===== config.mk =====
export PLATFORM = sky130hd
export DESIGN_NAME = idx_ea_unit
export DESIGN_NICKNAME = d
export VERILOG_FILES = /design/src/rtl/idx_ea_pkg.sv /design/src/rtl/idx_ea_calc.sv /design/src/rtl/idx_xr_reg.sv /design/src/rtl/idx_ea_unit.sv
export SDC_FILE = /design/constraint.sdc
export NUM_CORES = 1
export LEC_CHECK = 0
export ABC_AREA = 1
export BUFFER_PORTS_ARGS = -buffer_cell sky130_fd_sc_hd__buf_2
export CORE_MARGIN = 3
export CORE_UTILIZATION = 35
export CTS_BUF_LIST = sky130_fd_sc_hd__clkbuf_4 sky130_fd_sc_hd__clkbuf_8 sky130_fd_sc_hd__clkbuf_16
export DETAILED_ROUTE_END_ITERATION = 10
export SLEW_MARGIN = 15
export SYNTH_ARGS = -nofsm -noshare
export SYNTH_HDL_FRONTEND = slang
export SYNTH_SLANG_ARGS = --single-unit

===== constraint.sdc =====
create_clock -name clk -period 3.98 [get_ports clk]
set_input_delay 0.199 -clock clk [delete_from_list [all_inputs] [get_ports clk]]
set_output_delay 0.199 -clock clk [all_outputs]
set_load 0.01 [all_outputs]

===== src/rtl/idx_ea_pkg.sv =====
package idx_ea_pkg;
  typedef enum logic [1:0] {
    AM_DIRECT  = 2'd0,
    AM_INDEXED = 2'd1,
    AM_POSTINC = 2'd2,
    AM_PREDEC  = 2'd3
  } amode_e;
endpackage


===== src/rtl/idx_ea_calc.sv =====
// Combinational address and index-step logic for one request.
module idx_ea_calc
  import idx_ea_pkg::*;
#(
  parameter int DISP_W = 10,
  parameter int XR_W   = 32
) (
  input  amode_e            mode,
  input  logic [DISP_W-1:0] disp,
  input  logic [XR_W-1:0]   xr_cur,
  output logic [XR_W-1:0]   sum,
  output logic [XR_W-1:0]   xr_next,
  output logic              xr_we
);
  logic [XR_W-1:0] base;
  logic [XR_W-1:0] disp_ext;

  assign disp_ext = XR_W'(disp);

  always_comb begin
    base    = xr_cur;
    xr_next = xr_cur;
    xr_we   = 1'b0;
    unique case (mode)
      AM_DIRECT:  base = '0;
      AM_INDEXED: base = xr_cur;
      AM_POSTINC: begin
        base    = xr_cur;
        xr_next = xr_cur + XR_W'(1);
        xr_we   = 1'b1;
      end
      AM_PREDEC: begin
        xr_next = xr_cur - XR_W'(1);
        base    = xr_next;
        xr_we   = 1'b1;
      end
      default: base = '0;
    endcase
  end

  assign sum = disp_ext + base;
endmodule


===== src/rtl/idx_xr_reg.sv =====
// Index register: request update wins over external load.
module idx_xr_reg #(
  parameter int XR_W = 32
) (
  input  logic            clk,
  input  logic            rst,
  input  logic            upd_en,
  input  logic [XR_W-1:0] upd_val,
  input  logic            ld_en,
  input  logic [XR_W-1:0] ld_val,
  output logic [XR_W-1:0] q
);
  always_ff @(posedge clk) begin
    if (rst)         q <= '0;
    else if (upd_en) q <= upd_val;
    else if (ld_en)  q <= ld_val;
  end
endmodule


===== src/rtl/idx_ea_unit.sv =====
module idx_ea_unit
  import idx_ea_pkg::*;
#(
  parameter int DISP_W = 10,
  parameter int XR_W   = 32,
  parameter int EA_W   = 10
) (
  input  logic              clk,
  input  logic              rst,
  input  logic              req_valid,
  input  logic [1:0]        req_mode,
  input  logic [DISP_W-1:0] req_disp,
  input  logic              xr_load_en,
  input  logic [XR_W-1:0]   xr_load_val,
  output logic [XR_W-1:0]   xr_value,
  output logic              res_valid,
  output logic [EA_W-1:0]   res_ea,
  output logic [XR_W-1:0]   res_sum,
  output logic              res_xr_we,
  output logic [XR_W-1:0]   res_xr_new
);
  logic [XR_W-1:0] c_sum;
  logic [XR_W-1:0] c_next;
  logic            c_we;
  logic            upd_en;
  logic            ld_en;

  idx_ea_calc #(.DISP_W(DISP_W), .XR_W(XR_W)) u_calc (
    .mode    (amode_e'(req_mode)),
    .disp    (req_disp),
    .xr_cur  (xr_value),
    .sum     (c_sum),
    .xr_next (c_next),
    .xr_we   (c_we)
  );

  assign upd_en = req_valid & c_we;
  assign ld_en  = xr_load_en & ~req_valid;

  idx_xr_reg #(.XR_W(XR_W)) u_xr (
    .clk     (clk),
    .rst     (rst),
    .upd_en  (upd_en),
    .upd_val (c_next),
    .ld_en   (ld_en),
    .ld_val  (xr_load_val),
    .q       (xr_value)
  );

  always_ff @(posedge clk) begin
    if (rst) begin
      res_valid  <= 1'b0;
      res_ea     <= '0;
      res_sum    <= '0;
      res_xr_we  <= 1'b0;
      res_xr_new <= '0;
    end else begin
      res_valid <= req_valid;
      res_xr_we <= req_valid & c_we;
      if (req_valid) begin
        res_sum    <= c_sum;
        res_ea     <= c_sum[EA_W-1:0];
        res_xr_new <= c_next;
      end
    end
  end
endmodule


* Word-level counts from Yosys, hierarchy flattened
Cells that the tools add are included.
** Word-level totals
- Output and inout port bits :: 108
- Register bits :: 108
- Latch bits :: 0
- Memories :: 0
- Bits of input ports :: 48
- Memory bits (writable) :: 0
- Logic and storage cells :: 24
- Bits in read-only memories :: 0
** Cells by class
- Div/mod/pow operators :: 0
- Multipliers :: 0
- Shift operators :: 0
- $lt $le $gt $ge :: 0
- Reductions and logical operators :: 4
- Equality and inequality tests :: 3
- Mux-type cells :: 5
- Bitwise gates (word level) :: 3
- $add $sub $neg :: 3
** Operators by type and width (count)
- $pmux W32 S3 :: 1
- $mux W32 :: 2
- $pmux W32 S2 :: 1
- $add A10 B32 Y32 :: 1
- $add A32 B1 Y32 const B :: 1
- $sub A32 B1 Y32 const B :: 1
- $eq A2 B2 Y1 const B :: 2
- $reduce_or A2 Y1 :: 2
- $and A1 B1 Y1 :: 2
- $eq A2 B1 Y1 const B :: 1
- $logic_not A2 Y1 :: 1
- $reduce_bool A2 Y1 :: 1
- $mux W1 :: 1
- $not A1 Y1 :: 1

* Logic depth before layout (Yosys ltp)
Gate-level depths: netlist of run 1.
- Word-level depth :: 5
- Mapped depth :: 24
- Mapped depth without buffers :: 23

* By module
A second synthesis of run 1 with hierarchy kept.
** Unflattened totals
- Cells, all modules :: 1420
- Area total of the unflattened synthesis :: 8319.2 µm²
** By module, submodules not included
- idx_ea_calc :: seq. area each 0.0 µm², instances 1, area an instance 3907.5 µm², cells each 751
- idx_ea_unit :: seq. area each 1321.3 µm², instances 1, area an instance 2793.9 µm², cells each 425
- idx_xr_reg :: seq. area each 640.6 µm², instances 1, area an instance 1617.8 µm², cells each 244

* Worst setup path before layout of run 1
No wires, ideal clock.
- Path type :: input to register
- From :: input req_mode[0]
- To :: register res_sum[22]
- Buffers on the path :: 3
- Arrival :: 3.048 ns
- Library setup time :: 0.113 ns
- Slack :: 0.819 ns
- Stages on the path :: 20
- Required time :: 3.867 ns
- Cells stage by stage :: inv_1 ha_1 buf_2 buf_1 buf_1 nand2_1 a21oi_1 ha_1 a21o_1 nand2_1 nand2_1 nand2_1 nand2_1 a31oi_1 nor2_2 nand3_4 nor2_4 and2_1 o21ai_1 inv_1
** On the way
- Cells in the longest elaborated chain, start to end :: 4
- Elaborated cells between the ends (all ways) :: 7
- Classes of those cells :: add/sub (1); eq/ne (3); mux (1); reduce/logical (2)
** RTL lines
- from (decl) :: line idx_ea_unit.sv:11 : input logic [1:0] req_mode,
- $eq A2 B1 Y1 or $eq A2 B2 Y1 (tied branches) :: line idx_ea_calc.sv:24 : unique case (mode)
- $reduce_or A2 Y1 (no source line)
- $pmux W32 S3 * :: line idx_ea_calc.sv:24
- $add A10 B32 Y32 * :: line idx_ea_calc.sv:41 : assign sum = disp_ext + base;
- to (signal assigned) :: line idx_ea_unit.sv:61 : res_sum <= c_sum;
- to (decl) :: line idx_ea_unit.sv:18 : output logic [XR_W-1:0] res_sum,
Mark *: on every way between the ends. The rest lies on a longest branch, timed or not.
A chain may end at the register's enable or synchronous reset.

* Worst setup path in the final report of run 1
- From :: register u_xr.q[0]
- To :: register res_sum[27]
** On the way
- Cells in the longest elaborated chain, start to end :: 3
** RTL lines
- from (decl) :: line idx_xr_reg.sv:11 : output logic [XR_W-1:0] q
- from (signal assigned) :: line idx_xr_reg.sv:15 : else if (upd_en) q <= upd_val;
- from (signal assigned) :: line idx_xr_reg.sv:16 : else if (ld_en) q <= ld_val;
- $sub A32 B1 Y32 :: line idx_ea_calc.sv:33 : xr_next = xr_cur - XR_W'(1);
- $pmux W32 S3 * :: line idx_ea_calc.sv:24
- $add A10 B32 Y32 * :: line idx_ea_calc.sv:41
Marks and branches as above.

==> run summary, run 1 <==
status -> finished clean
Worst-Margin Slew -> 982 ps
met3 WL -> 2100 µm
Vias/cell -> 5.15
Synth area leaders -> dfxtp_1 (26%), nand2_1 (14%), nor2_1 (8.8%)
Die Y -> 153 µm
Worst Hold Class -> primary input to flop
pwr/cell area -> 342 mW/mm²
internal cell power -> 1.81 mW
postcts setup bufs -> 0
CTS resizes -> 0
RSZ-0062 raised after global routing -> no
largest net degree at the start of global routing -> 80
drt first-iter violations -> 770
Routed met2 length -> 11,400 µm
GR Util All Layers -> 23.4%
Reg power frac -> 39.6%
fmax -> 293 MHz
post-route cell area -> 0.00868 mm²
Initial Util -> 35.8%
post-detail-place hpwl -> 21,500 µm
most instantiated cells after synthesis -> nand2_1 (272), nor2_1 (178), inv_1 (129)
endpoint class of the critical path -> flop
synth-to-layout area growth -> 14.9%
CP arrival -> 3670 ps
Hold Slack -> 108 ps
Psw -> 1.16 mW
Final nets -> 1,401
antenna cells -> 0
core area -> 0.0211 mm²
Max VDD drop -> 0.167 mV
Yosys Warn Count -> 0
post-route ant nets -> 0
layout cell share with drive strength beyond 1 -> 19.3%
Cell variety after synth -> 46
DRT Pass-1 Iters -> 5
sequential area share after synthesis -> 26.0%
Worst Path Required -> 4240 ps
endpoints failing setup -> 0
Die ar. -> 0.0234 mm²
ys async rst share -> 0%
die span in x -> 153 µm
Layout Skew -> 10.6 ps
ys flop type -> dfxtp_1
Combinational Power Share -> 31.8%
M1 wire length -> 13,500 µm
gp weighted congestion -> 0.946
Setup CP Type -> flop to flop
final setup TNS -> 0 ps
area share of the largest cell type after synthesis -> 26.0%
Max Slew Vio Count -> 0
H-tree levels -> 3
num rows -> 53
count leader, synth -> nand2_1
first-pass GRT wire length -> 43,800 µm
total grt overflow -> 0
Clock transition at path regs -> 70 ps
Clock Latency Late Sink -> 360 ps
leakage power -> 4.28 nW
Syn Inst Count -> 1,229
Rel. slew slack -> 34.5%
drc violations -> 0
IO Port Bufs -> 155
vias -> 8,316
number of synthesized flops with an enable pin -> 0
clock buffer depth -> 2
startpoint types -> flop
drt total wl -> 27,800 µm
minimum clock period -> 3410 ps
Netlist Area Pre-Place -> 0.00755 mm²
initial antenna violation count -> 1
Post-DP Area -> 0.00841 mm²
switch share -> 38.9%
Ports -> 156
clk root buf -> clkbuf_16
power share of the clock group -> 28.6%
Routed wire per std cell -> 17.2 µm
crit-path max FO -> 7
cts-stage hold buffer count -> 0
Post-Syn Nets -> 1,293
Max Cap Viol -> 0
Final Cycle Share -> 85.6%
Syn Area/Cell -> 6.14 µm²
CTS Sinks -> 98
number of global-route vias before repair -> 7,647
Final Hold Violating Endpoints -> 0
synthesis-stage register bit count -> 98
cts bufs inserted -> 9
DR top layer -> met4
top cell type by total area after synthesis -> dfxtp_1
CTS tree -> done
## metrics by stage
stage	total power [mW]	worst slack [ps]	utilization (%)	instances
after floorplan	1.81	819	-	1229
after global placement	2.13	631	39.9	1601
after detailed placement	2.13	612	39.9	1601
after CTS	2.98	575	41.2	1616
after global routing	3.14	176	41.2	1616
final	2.97	571	41.2	1616
## power by group through the flow
stage	Clock, mW	Sequential (mW)	Combinational, mW
after floorplan	0	1.18	0.634
after global placement	0	1.20	0.933
after detailed placement	0	1.19	0.935
after CTS	0.870	1.17	0.939
after global routing	0.900	1.19	1.05
final	0.851	1.18	0.944
## layout by cell type (no fill, tap or decap), drive strengths merged, types with 16 or more instances in the layout
master / count
nor2: 210
buf: 176
nand4: 16
inv: 135
nand3: 101
a21oi: 43
dfxtp: 98
o21ai: 137
nand2: 284
## layout make-up
class,count,area [µm²]
clock buffer,11,240
clock inverter,4,27.5
fill,2374,12400
inverter,136,510
multi-input combinational,916,4660
sequential,98,1960
tap,275,344
timing repair buffer,176,933
## cells by family after synthesis
kind of cell | share of synthesized area (%)
DFF | 26.0
xor gates and xnor gates | 2.44
AOI/OAI and AO/OA | 18.5
adders and majority gates | 2.75
and+or+nand+nor | 38.0
buffers and inverters | 12.3
## metal layers
layer | up-vias | GRT usage (%)
met3 | 38 | 2.38
met5 | - | 0
li1 | 4238 | -
met1 | 3696 | 35.5
met4 | 0 | 7.81
met2 | 344 | 34.6
## critical path: stages (launching register included)
cell     delay (ps)
dfxtp_1         380
inv_2           140
ha_1            260
inv_1           130
nor2_2          290
a21oi_1         100
o21ai_0         130
a21oi_1         150
ha_1            400
nand2_1          80
inv_1            70
nand2_1          50
inv_1            60
a21oi_1          60
nand3_1         120
a21oi_1         110
nor2_4          170
nand2_2         130
nor2_4          160
nand2_1          60
nand2_1          50
nand3_1          60
nand2_1          90
inv_1            40
## worst paths after layout
path	from	end	slack, ps	cells past startpoint
worst max-delay path	u_xr.q[0]	res_sum[27]	570	23
worst min-delay path	xr_load_val[4]	u_xr.q[4]	110	3
worst min register to register	res_xr_new[8]	res_xr_new[8]	470	2
worst max register to register	u_xr.q[0]	res_sum[27]	570	23
## state kept, by name, summed over array words and instances, names as in the netlist
register    cells
res_xr_we       1
res_valid       1
u_xr.q         32
res_sum        23
res_ea          9
res_xr_new     32
Note: power is estimated with default switching activity, not from simulation.
==> run 2, diff against run 1 <==
--- a/config.mk
+++ b/config.mk
@@ -6,11 +6,12 @@
 export NUM_CORES = 1
 export LEC_CHECK = 0
 export ABC_AREA = 1
-export BUFFER_PORTS_ARGS = -buffer_cell sky130_fd_sc_hd__buf_2
 export CORE_MARGIN = 3
 export CORE_UTILIZATION = 35
 export CTS_BUF_LIST = sky130_fd_sc_hd__clkbuf_4 sky130_fd_sc_hd__clkbuf_8 sky130_fd_sc_hd__clkbuf_16
 export DETAILED_ROUTE_END_ITERATION = 10
+export DONT_BUFFER_PORTS = 1
+export PLACE_DENSITY = 0.55
 export SLEW_MARGIN = 15
 export SYNTH_ARGS = -nofsm -noshare
 export SYNTH_HDL_FRONTEND = slang
==> run 2 against run 1 <==
Net effect: clock skew about the same; critical path depth is 2 lower; via count down 5.9%; fmax down 3.3%; sequential share of layout area is 1.9 points higher; total power grew 0.85%; sequential power up 4%; sequential cell count unchanged; non-clock buffer count down 153; clock-buffer cell count grew 2; register-to-register slack worse by 120 ps; utilization decreased by 3.3 points; critical path type unchanged.
==> run summary, run 2 (same netlist as run 1, synthesis figures left out) <==
core area -> 0.0211 mm²
biggest regs -> res_xr_new x32, u_xr.q x32, res_sum x23
pwr/cell area -> 375 mW/mm²
Rel. slew slack -> 37.5%
first-pass GRT wire length -> 44,600 µm
Routed wire per std cell -> 20.2 µm
internal cell power -> 1.84 mW
power share of the clock group -> 32.2%
R2R setup slack -> 460 ps
clk root buf -> clkbuf_16
CTS tree -> done
hold path depth -> 2
Worst Hold Class -> primary input to flop
crit-path max FO -> 12
total grt overflow -> 0
Worst Hold Launch -> xr_load_val[5]
Psw -> 1.15 mW
WP buf/inv -> 4
synth-to-layout area growth -> 5.83%
Die Y -> 153 µm
drt total wl -> 29,500 µm
largest net degree at the start of global routing -> 76
Max stage delay on crit path -> 420 ps
DRT Pass-1 Iters -> 6
Max Cap Viol -> 0
commonest non-fill, non-tap cell in the layout -> nand2_1
fmax -> 284 MHz
Worst Path Required -> 4230 ps
number of global-route vias before repair -> 7,273
postcts setup bufs -> 0
die span in x -> 153 µm
CTS Sinks -> 98
CP max stage cell -> dfxtp_1
final setup TNS -> 0 ps
drt first-iter violations -> 701
initial antenna violation count -> 0
layout cell share with drive strength beyond 1 -> 8.58%
Final Hold Violating Endpoints -> 0
Clock transition at path regs -> 70 ps
Max VDD drop -> 0.176 mV
post-route insts no fill -> 1,464
H-tree levels -> 3
post-detail-place hpwl -> 21,800 µm
Ports -> 156
Final Cycle Share -> 88.6%
RSZ-0062 raised after global routing -> no
Reg power frac -> 41.2%
leakage power -> 3.58 nW
worst r2r src -> u_xr.q[1]
Hold Path Sink -> u_xr.q[5]
Final nets -> 1,248
switch share -> 38.4%
num rows -> 53
status -> finished clean
Vias/cell -> 5.34
Combinational Power Share -> 26.7%
GR Util All Layers -> 24.6%
IO Port Bufs -> 0
endpoints failing setup -> 0
Post-Place Cells -> 1,442
Critical R2R Capture -> res_sum[21]
most used cells in the layout excluding fill and tap cells -> nand2_1 (272), nor2_1 (177), inv_1 (129), o21ai_0 (123), dfxtp_1 (98)
Initial Util -> 35.8%
cts bufs inserted -> 9
startpoint types -> flop
endpoint class of the critical path -> flop
Setup CP Type -> flop to flop
vias -> 7,823
Clock Latency Late Sink -> 360 ps
Die ar. -> 0.0234 mm²
drc violations -> 0
crit path cell chain -> inv_1 > ha_1 > nand2_2 > nor2_4 > a21oi_1 > o21ai_0 > a21oi_1 > ha_1 > nand2_1 > inv_1 > nand2_1 > inv_1 > a21oi_1 > nand3_1 > a21oi_1 > nor2_4 > nand3_2 > nor2_4 > and2_1 > o21ai_1 > inv_1
critical path's top delay family -> simple AND/OR/NAND/NOR gates
clock buffer depth -> 2
cells on worst reg2reg path -> 21
gp weighted congestion -> 1.03
post-route ant nets -> 0
antenna cells -> 0
CP arrival -> 3780 ps
minimum clock period -> 3520 ps
Layout Skew -> 10.5 ps
Max Slew Vio Count -> 0
Worst-Margin Slew -> 933 ps
==> run 2: worst max-delay path by stage <==
stage,cells past startpoint,from,end
global route,23,u_xr.q[1],res_sum[29]
floorplan,20,req_mode[0],res_sum[22]
global placement,23,u_xr.q[0],res_sum[27]
finish,21,u_xr.q[1],res_sum[21]
CTS,23,u_xr.q[0],res_sum[29]
detailed placement,23,u_xr.q[0],res_sum[27]
==> run 2: layout make-up <==
type,instances,area [µm²]
fill,2326,13100
multi-input combinational,916,4660
sequential,98,1960
inverter,136,510
tap,275,344
clock buffer,13,268
timing repair buffer,23,198
clock inverter,3,47.5
==> run 2: repair_timing <==
action	CTS	global route
hold endpoints to repair	53	0
resized for setup	0	0
hold buffers	6	0
endpoints found under the setup margin	0	0
==> run 2: power by group through the flow <==
stage | Clock [mW] | Combinational, mW | Sequential, mW
6_report | 0.964 | 0.798 | 1.23
3_3_place_gp | 0 | 0.765 | 1.26
3_5_place_dp | 0 | 0.764 | 1.26
4_1_cts | 0.979 | 0.786 | 1.23
2_1_floorplan | 0 | 0.634 | 1.18
5_1_grt | 1.01 | 0.889 | 1.25
==> run 2: per-stage QoR <==
step | setup slack (ps) | utilization [%] | instance area (µm²) | power, mW | hold WS, ps
after floorplan | 819 | - | 7550 | 1.81 | 360
final | 455 | 37.9 | 7990 | 3.00 | 4.25
after detailed placement | 548 | 36.1 | 7600 | 2.02 | 299
after global placement | 590 | 36.1 | 7600 | 2.02 | 298
after CTS | 529 | 37.9 | 7990 | 3.00 | 0.737
after global routing | 111 | 37.9 | 7990 | 3.15 | 16.7
==> run 2: routing by layer <==
metal | wire length [µm] | part of all wire, % | GRT usage (%) | up-vias
met5 | 0 | 0 | 0 | -
met4 | 652 | 2.2 | 7.59 | 0
met3 | 2750 | 9.3 | 7.19 | 30
met2 | 12600 | 43 | 37.1 | 307
met1 | 13600 | 46 | 34.0 | 3560
li1 | - | - | - | 3926
